$ cat config.mk
export PLATFORM = sky130hd
export DESIGN_NAME = ring_lane_fwd
export DESIGN_NICKNAME = d
export VERILOG_FILES = /design/src/rtl/lane_fwd_pkg.sv /design/src/rtl/lane_rx_mux.sv /design/src/rtl/lane_hop_ctrl.sv /design/src/rtl/lane_tx_demux.sv /design/src/rtl/ring_lane_fwd.sv
export SDC_FILE = /design/constraint.sdc
export NUM_CORES = 1
export LEC_CHECK = 0
export CAP_MARGIN = 20
export CORE_AREA = 2 2 132 134
export DETAILED_ROUTE_END_ITERATION = 10
export DIE_AREA = 0 0 134 136
export SYNTH_ARGS = -nofsm -noshare
export SYNTH_HDL_FRONTEND = slang
export SYNTH_SLANG_ARGS = --single-unit
$ cat constraint.sdc
create_clock -name clk -period 9.34 [get_ports clk]
set_clock_uncertainty 0.1 [all_clocks]
set_input_delay 1.868 -clock clk [delete_from_list [all_inputs] [get_ports clk]]
set_output_delay 1.868 -clock clk [all_outputs]
set_load 0.01 [all_outputs]
$ cat src/rtl/lane_fwd_pkg.sv
`timescale 1ns/1ps
package lane_fwd_pkg;

    typedef enum logic {
        PORT_BOARD = 1'b0,
        PORT_CABLE = 1'b1
    } port_e;

    typedef struct packed {
        logic busy;
        logic drop;
    } pkt_state_t;

    // Direction flag: even lanes run towards higher node indices.
    function automatic logic dir_of_lane(input int unsigned idx);
        return (idx % 2 == 0) ? 1'b1 : 1'b0;
    endfunction

    // Removal test; disabled when the limit cannot be told apart from a full lap.
    function automatic logic hop_expired(input logic [63:0] hop,
                                         input logic [63:0] limit,
                                         input logic [63:0] nodes);
        return (limit < nodes) && (hop >= limit);
    endfunction

endpackage

$ cat src/rtl/lane_rx_mux.sv
`timescale 1ns/1ps
module lane_rx_mux #(
    parameter int NUM_PORTS = 2,
    parameter int DATA_W    = 64,
    localparam int SEL_W    = (NUM_PORTS > 1) ? $clog2(NUM_PORTS) : 1
) (
    input  logic [NUM_PORTS-1:0]             rx_valid,
    input  logic [NUM_PORTS-1:0]             rx_sop,
    input  logic [NUM_PORTS-1:0]             rx_eop,
    input  logic [NUM_PORTS-1:0][DATA_W-1:0] rx_data,
    output logic [NUM_PORTS-1:0]             rx_ready,
    input  logic [SEL_W-1:0]                 sel,
    input  logic                             sel_ready,
    output logic                             m_valid,
    output logic                             m_sop,
    output logic                             m_eop,
    output logic [DATA_W-1:0]                m_data
);
    for (genvar i = 0; i < NUM_PORTS; i++) begin : g_rdy
        assign rx_ready[i] = (sel == SEL_W'(i)) && sel_ready;
    end

    always_comb begin
        m_valid = 1'b0;
        m_sop   = 1'b0;
        m_eop   = 1'b0;
        m_data  = '0;
        for (int i = 0; i < NUM_PORTS; i++) begin
            if (sel == SEL_W'(i)) begin
                m_valid = rx_valid[i];
                m_sop   = rx_sop[i];
                m_eop   = rx_eop[i];
                m_data  = rx_data[i];
            end
        end
    end
endmodule

$ cat src/rtl/lane_hop_ctrl.sv
`timescale 1ns/1ps
module lane_hop_ctrl
    import lane_fwd_pkg::*;
#(
    parameter int NUM_PORTS = 2,
    parameter int DATA_W    = 64,
    parameter int HOP_W     = 32,
    localparam int SEL_W    = (NUM_PORTS > 1) ? $clog2(NUM_PORTS) : 1
) (
    input  logic              clk,
    input  logic              rst,
    input  logic [HOP_W-1:0]  cfg_hop_limit,
    input  logic [HOP_W-1:0]  cfg_node_count,
    input  logic [SEL_W-1:0]  cfg_rx_sel,
    input  logic [SEL_W-1:0]  cfg_tx_sel,
    input  logic              in_valid,
    input  logic              in_sop,
    input  logic              in_eop,
    input  logic [DATA_W-1:0] in_data,
    output logic              in_ready,
    output logic              o_valid,
    output logic              o_sop,
    output logic              o_eop,
    output logic [DATA_W-1:0] o_data,
    input  logic              out_ready,
    output logic [SEL_W-1:0]  act_rx,
    output logic [SEL_W-1:0]  act_tx
);
    pkt_state_t           st_q;
    logic [SEL_W-1:0]     rx_q, tx_q;
    logic                 is_head, drop_now, fire;

    assign act_rx   = st_q.busy ? rx_q : cfg_rx_sel;
    assign act_tx   = st_q.busy ? tx_q : cfg_tx_sel;
    assign is_head  = in_valid && in_sop && !st_q.busy;
    assign drop_now = st_q.busy ? st_q.drop
                    : (is_head && hop_expired(64'(in_data[HOP_W-1:0]),
                                              64'(cfg_hop_limit),
                                              64'(cfg_node_count)));
    assign in_ready = drop_now || out_ready;
    assign o_valid  = in_valid && !drop_now;
    assign o_sop    = in_sop;
    assign o_eop    = in_eop;
    assign fire     = in_valid && in_ready;

    always_comb begin
        o_data = in_data;
        if (is_head)
            o_data[HOP_W-1:0] = in_data[HOP_W-1:0] + HOP_W'(1);
    end

    always_ff @(posedge clk) begin
        if (rst) begin
            st_q <= '0;
            rx_q <= '0;
            tx_q <= '0;
        end else if (fire) begin
            if (!st_q.busy && in_sop && !in_eop) begin
                st_q.busy <= 1'b1;
                st_q.drop <= drop_now;
                rx_q      <= cfg_rx_sel;
                tx_q      <= cfg_tx_sel;
            end else if (st_q.busy && in_eop) begin
                st_q <= '0;
            end
        end
    end
endmodule

$ cat src/rtl/lane_tx_demux.sv
`timescale 1ns/1ps
module lane_tx_demux #(
    parameter int NUM_PORTS = 2,
    parameter int DATA_W    = 64,
    localparam int SEL_W    = (NUM_PORTS > 1) ? $clog2(NUM_PORTS) : 1
) (
    input  logic [SEL_W-1:0]                 sel,
    input  logic                             o_valid,
    input  logic                             o_sop,
    input  logic                             o_eop,
    input  logic [DATA_W-1:0]                o_data,
    output logic                             out_ready,
    output logic [NUM_PORTS-1:0]             tx_valid,
    output logic [NUM_PORTS-1:0]             tx_sop,
    output logic [NUM_PORTS-1:0]             tx_eop,
    output logic [NUM_PORTS-1:0][DATA_W-1:0] tx_data,
    input  logic [NUM_PORTS-1:0]             tx_ready
);
    for (genvar i = 0; i < NUM_PORTS; i++) begin : g_out
        assign tx_valid[i] = (sel == SEL_W'(i)) && o_valid;
        assign tx_sop[i]   = o_sop;
        assign tx_eop[i]   = o_eop;
        assign tx_data[i]  = o_data;
    end

    always_comb begin
        out_ready = 1'b0;
        for (int i = 0; i < NUM_PORTS; i++)
            if (sel == SEL_W'(i)) out_ready = tx_ready[i];
    end
endmodule

$ cat src/rtl/ring_lane_fwd.sv
`timescale 1ns/1ps
module ring_lane_fwd
    import lane_fwd_pkg::*;
#(
    parameter int NUM_PORTS = 2,
    parameter int DATA_W    = 64,
    parameter int HOP_W     = 32,
    parameter int LANE_IDX  = 0,
    localparam int SEL_W    = (NUM_PORTS > 1) ? $clog2(NUM_PORTS) : 1
) (
    input  logic                             clk,
    input  logic                             rst,
    input  logic [HOP_W-1:0]                 cfg_hop_limit,
    input  logic [HOP_W-1:0]                 cfg_node_count,
    input  logic [SEL_W-1:0]                 cfg_rx_sel,
    input  logic [SEL_W-1:0]                 cfg_tx_sel,
    output logic                             lane_dir,
    input  logic [NUM_PORTS-1:0]             rx_valid,
    input  logic [NUM_PORTS-1:0]             rx_sop,
    input  logic [NUM_PORTS-1:0]             rx_eop,
    input  logic [NUM_PORTS-1:0][DATA_W-1:0] rx_data,
    output logic [NUM_PORTS-1:0]             rx_ready,
    output logic [NUM_PORTS-1:0]             tx_valid,
    output logic [NUM_PORTS-1:0]             tx_sop,
    output logic [NUM_PORTS-1:0]             tx_eop,
    output logic [NUM_PORTS-1:0][DATA_W-1:0] tx_data,
    input  logic [NUM_PORTS-1:0]             tx_ready
);
    logic              m_valid, m_sop, m_eop, in_ready;
    logic [DATA_W-1:0] m_data;
    logic              o_valid, o_sop, o_eop, out_ready;
    logic [DATA_W-1:0] o_data;
    logic [SEL_W-1:0]  act_rx, act_tx;

    assign lane_dir = dir_of_lane(LANE_IDX);

    lane_rx_mux #(.NUM_PORTS(NUM_PORTS), .DATA_W(DATA_W)) u_rx (
        .rx_valid(rx_valid), .rx_sop(rx_sop), .rx_eop(rx_eop), .rx_data(rx_data),
        .rx_ready(rx_ready), .sel(act_rx), .sel_ready(in_ready),
        .m_valid(m_valid), .m_sop(m_sop), .m_eop(m_eop), .m_data(m_data)
    );

    lane_hop_ctrl #(.NUM_PORTS(NUM_PORTS), .DATA_W(DATA_W), .HOP_W(HOP_W)) u_ctrl (
        .clk(clk), .rst(rst),
        .cfg_hop_limit(cfg_hop_limit), .cfg_node_count(cfg_node_count),
        .cfg_rx_sel(cfg_rx_sel), .cfg_tx_sel(cfg_tx_sel),
        .in_valid(m_valid), .in_sop(m_sop), .in_eop(m_eop), .in_data(m_data),
        .in_ready(in_ready),
        .o_valid(o_valid), .o_sop(o_sop), .o_eop(o_eop), .o_data(o_data),
        .out_ready(out_ready), .act_rx(act_rx), .act_tx(act_tx)
    );

    lane_tx_demux #(.NUM_PORTS(NUM_PORTS), .DATA_W(DATA_W)) u_tx (
        .sel(act_tx), .o_valid(o_valid), .o_sop(o_sop), .o_eop(o_eop), .o_data(o_data),
        .out_ready(out_ready),
        .tx_valid(tx_valid), .tx_sop(tx_sop), .tx_eop(tx_eop), .tx_data(tx_data),
        .tx_ready(tx_ready)
    );
endmodule

==> impl_metrics.toml <==
[sta]
rsz0062_at_grt = "false"
fin_setup_tns_ps = 0
drv_slew = 0
fin_crit_sh_pct = 90.8
tightest_slew_ps = 974
relSlewSlack_pct = 34.5
setup_viol = 0
finalCriticalPeriod_ps = 8480
holdWs_ps = 362
max_freq_mhz = 118
hold_viol_final = 0

[floorplanning]
ios = 341
rows = 48
die_y_um = 136
dieArea_sq_um = 18200
coreArea_sq_um = 16900
die_w_um = 134
start_util_pct = 23.3

[critical_path]
critPathMaxStageDelay_ps = 670
critPathMostFrequentCell = "clkdlybuf4s50_1"
r2r_start = "u_ctrl.st_q[1]"
reg2reg_depth = 11
crit_chain = "clkdlybuf4s50_1, mux2i_4, mux2i_1, inv_1, ha_1, nand4_1, nor3_1, or4b_2, a31oi_1, o211ai_1, and2_1, nor2b_1, clkdlybuf4s50_1"
critPathBufInv = 3
worst-setup-path-type = "input port to primary output"
path_max_fanout = 16
cp-end-kind = "primary output"
required_ps = 7370
crit_family = "simple AND/OR/NAND/NOR gates"
startpoint_type = "input port"
rrSetupSlack_ps = 4510
r2r-end = "u_ctrl.rx_q"
crit_slowest_cell = "mux2i_4"
crit_arrival_ps = 6510

[power]
power.total_mw = 0.495
irDropWorstVdd_uv = 52.2
power_density_nw_per_um2 = 69.5
p_leak_nw = 3.05

[synthesis]
synth_most_common_cell = "inv_1"
synthArstFlopShare_pct = 0
synth_edf_count = 0
synthDistinctLibCells = 49
synth_commonest_cells = "inv_1, buf_4, ha_1, mux2_2, nand2_1"
ys_top_cells_by_area = "ha_1, mux2_2, buf_4"
ys_seq_elements = 4
netlist_area_sq_um = 3930
syn_avg_cell_area_sq_um = 7.57
seq_area_frac_synth_pct = 2.04
synthFlopType = "dfxtp_1"
synth_cells = 519
syn_nets = 787
yosysTopAreaCellShare_pct = 20.4
yosys_warnings = 0
yosys.area.top_type = "ha_1"

[layout]
antennaDiodeCount = 0
num-nets-final = 1054
area_growth_pct = 81.0
final_cells = 1009
drive_above_1_share_pct = 8.16
fillers = 1735

[detailed_routing]
drtIter0Drc = 162
drc = 0
dr.pass1.iters = 4
vias_per_cell = 4.40
ant_nets = 0
post_drt_wl_per_cell_um = 17.2
wl_um = 17400
vias = 4440

[clock_tree]
clk_latency_ps = 220
tritoncts = "done"
numCtsBuffers = 3
cts-htree-levels = 1
cts-hold-fix-buffers = 0
ctsResizeCount = 0
clock-sinks = 4
cts_setup_buffers = 0
cts_root_buf = "clkbuf_16"
clk_pin_slew_worst_paths_ps = 30
clockBufferDepth = 2

[placed_design]
dpl.hpwl_um = 15700
place_congestion = 0.812
dp_cells = 1006
io_buffers = 339

[global_routing]
grt_max_degree = 51
grt.overflow.total = 0
grt_first_pass_wirelength_um = 25400
grt_use_total_pct = 17.9
grt_pass1_vias = 4607
antenna_found_initial = 0

[worst_hold_path]
holdCritPathClass = "flop to flop"
hold_depth = 2
holdPathEnd = "u_ctrl.tx_q"
hp-start = "u_ctrl.tx_q"

[status]
run_status = "finished, final reports clean"

[run]
maxCapViolCount = 0
## worst reg2reg max path, delay by kind of cell (launching register included)
family                   cells  cell delay, ps
adder cells (fa/ha/maj)      1             310
AO/OA/AOI/OAI                3             900
buffers and inverters        1             110
AND/OR/NAND/NOR              3            1050
multiplexers                 3            1660
flip-flops                   1             620
## logic make-up after synthesis
kind of cell,Yosys count,synth area share (%)
muxes,74,20.8
AOI/OAI and AO/OA,68,11.1
other,1,0.0954
and+or+nand+nor,118,16.0
xor gates and xnor gates,30,6.69
buffers and inverters,160,22.9
adders and majority gates,64,20.4
DFF,4,2.04
## worst max-delay path by stage
stage                           from          end  slack, ps  cells after the start
after floorplan           cfg_rx_sel  rx_ready[0]       2410                     14
final                     cfg_rx_sel  rx_ready[0]        860                     13
after global routing      cfg_rx_sel  rx_ready[0]        480                     13
after CTS                 cfg_rx_sel  rx_ready[0]        820                     13
after detailed placement  cfg_rx_sel  rx_ready[0]        820                     13
after global placement    cfg_rx_sel  rx_ready[0]        960                     13
## where the power goes
part           total, mW  internal [mW]  switching (mW)
Combinational      0.409          0.240           0.170
Sequential        0.0193         0.0178         0.00150
Clock             0.0661         0.0546          0.0115
Total              0.495          0.312           0.183
## cells in the final DEF (no fill, tap or decap), types with 12 or more instances in the layout
| master | instances |
|---|---|
| nor2_1 | 18 |
| o21ai_0 | 12 |
| a21oi_1 | 25 |
| mux2_2 | 52 |
| clkdlybuf4s50_1 | 339 |
| mux2i_1 | 21 |
| nand3_1 | 15 |
| xnor2_1 | 26 |
| nand4_1 | 14 |
| nand2_1 | 41 |
| inv_1 | 81 |
| ha_1 | 64 |
## flip-flops by register name (all words and copies together) (netlist names)
register	cells
u_ctrl.tx_q	1
u_ctrl.rx_q	1
u_ctrl.st_q	2
## final cells by class
| cell class | count | area [sq um] | area share [%] |
|---|---|---|---|
| clock buffer | 3 | 75.1 | 1.06 |
| sequential | 4 | 80.1 | 1.13 |
| multi-input combinational | 355 | 2950 | 41.5 |
| tap | 225 | 282 | 3.96 |
| inverter | 81 | 304 | 4.27 |
| timing repair buffer | 341 | 3420 | 48.1 |
## metrics by stage
stage | cell area (sq um) | worst slack [ps] | util (%)
floorplan | 3930 | 2410 | -
global placement | 7040 | 956 | 41.7
detailed placement | 7040 | 816 | 41.7
CTS | 7110 | 824 | 42.1
global route | 7110 | 484 | 42.1
finish | 7110 | 860 | 42.1
## per-layer routing
metal | global-route usage (%) | up-vias | wire, um
li1 | - | 2252 | -
met1 | 20.9 | 2002 | 6880
met2 | 35.2 | 182 | 9190
met3 | 3.13 | 4 | 1210
met4 | 1.42 | 0 | 74
met5 | 0 | - | 0
No activity file was read; power rests on OpenSTA's default activity.
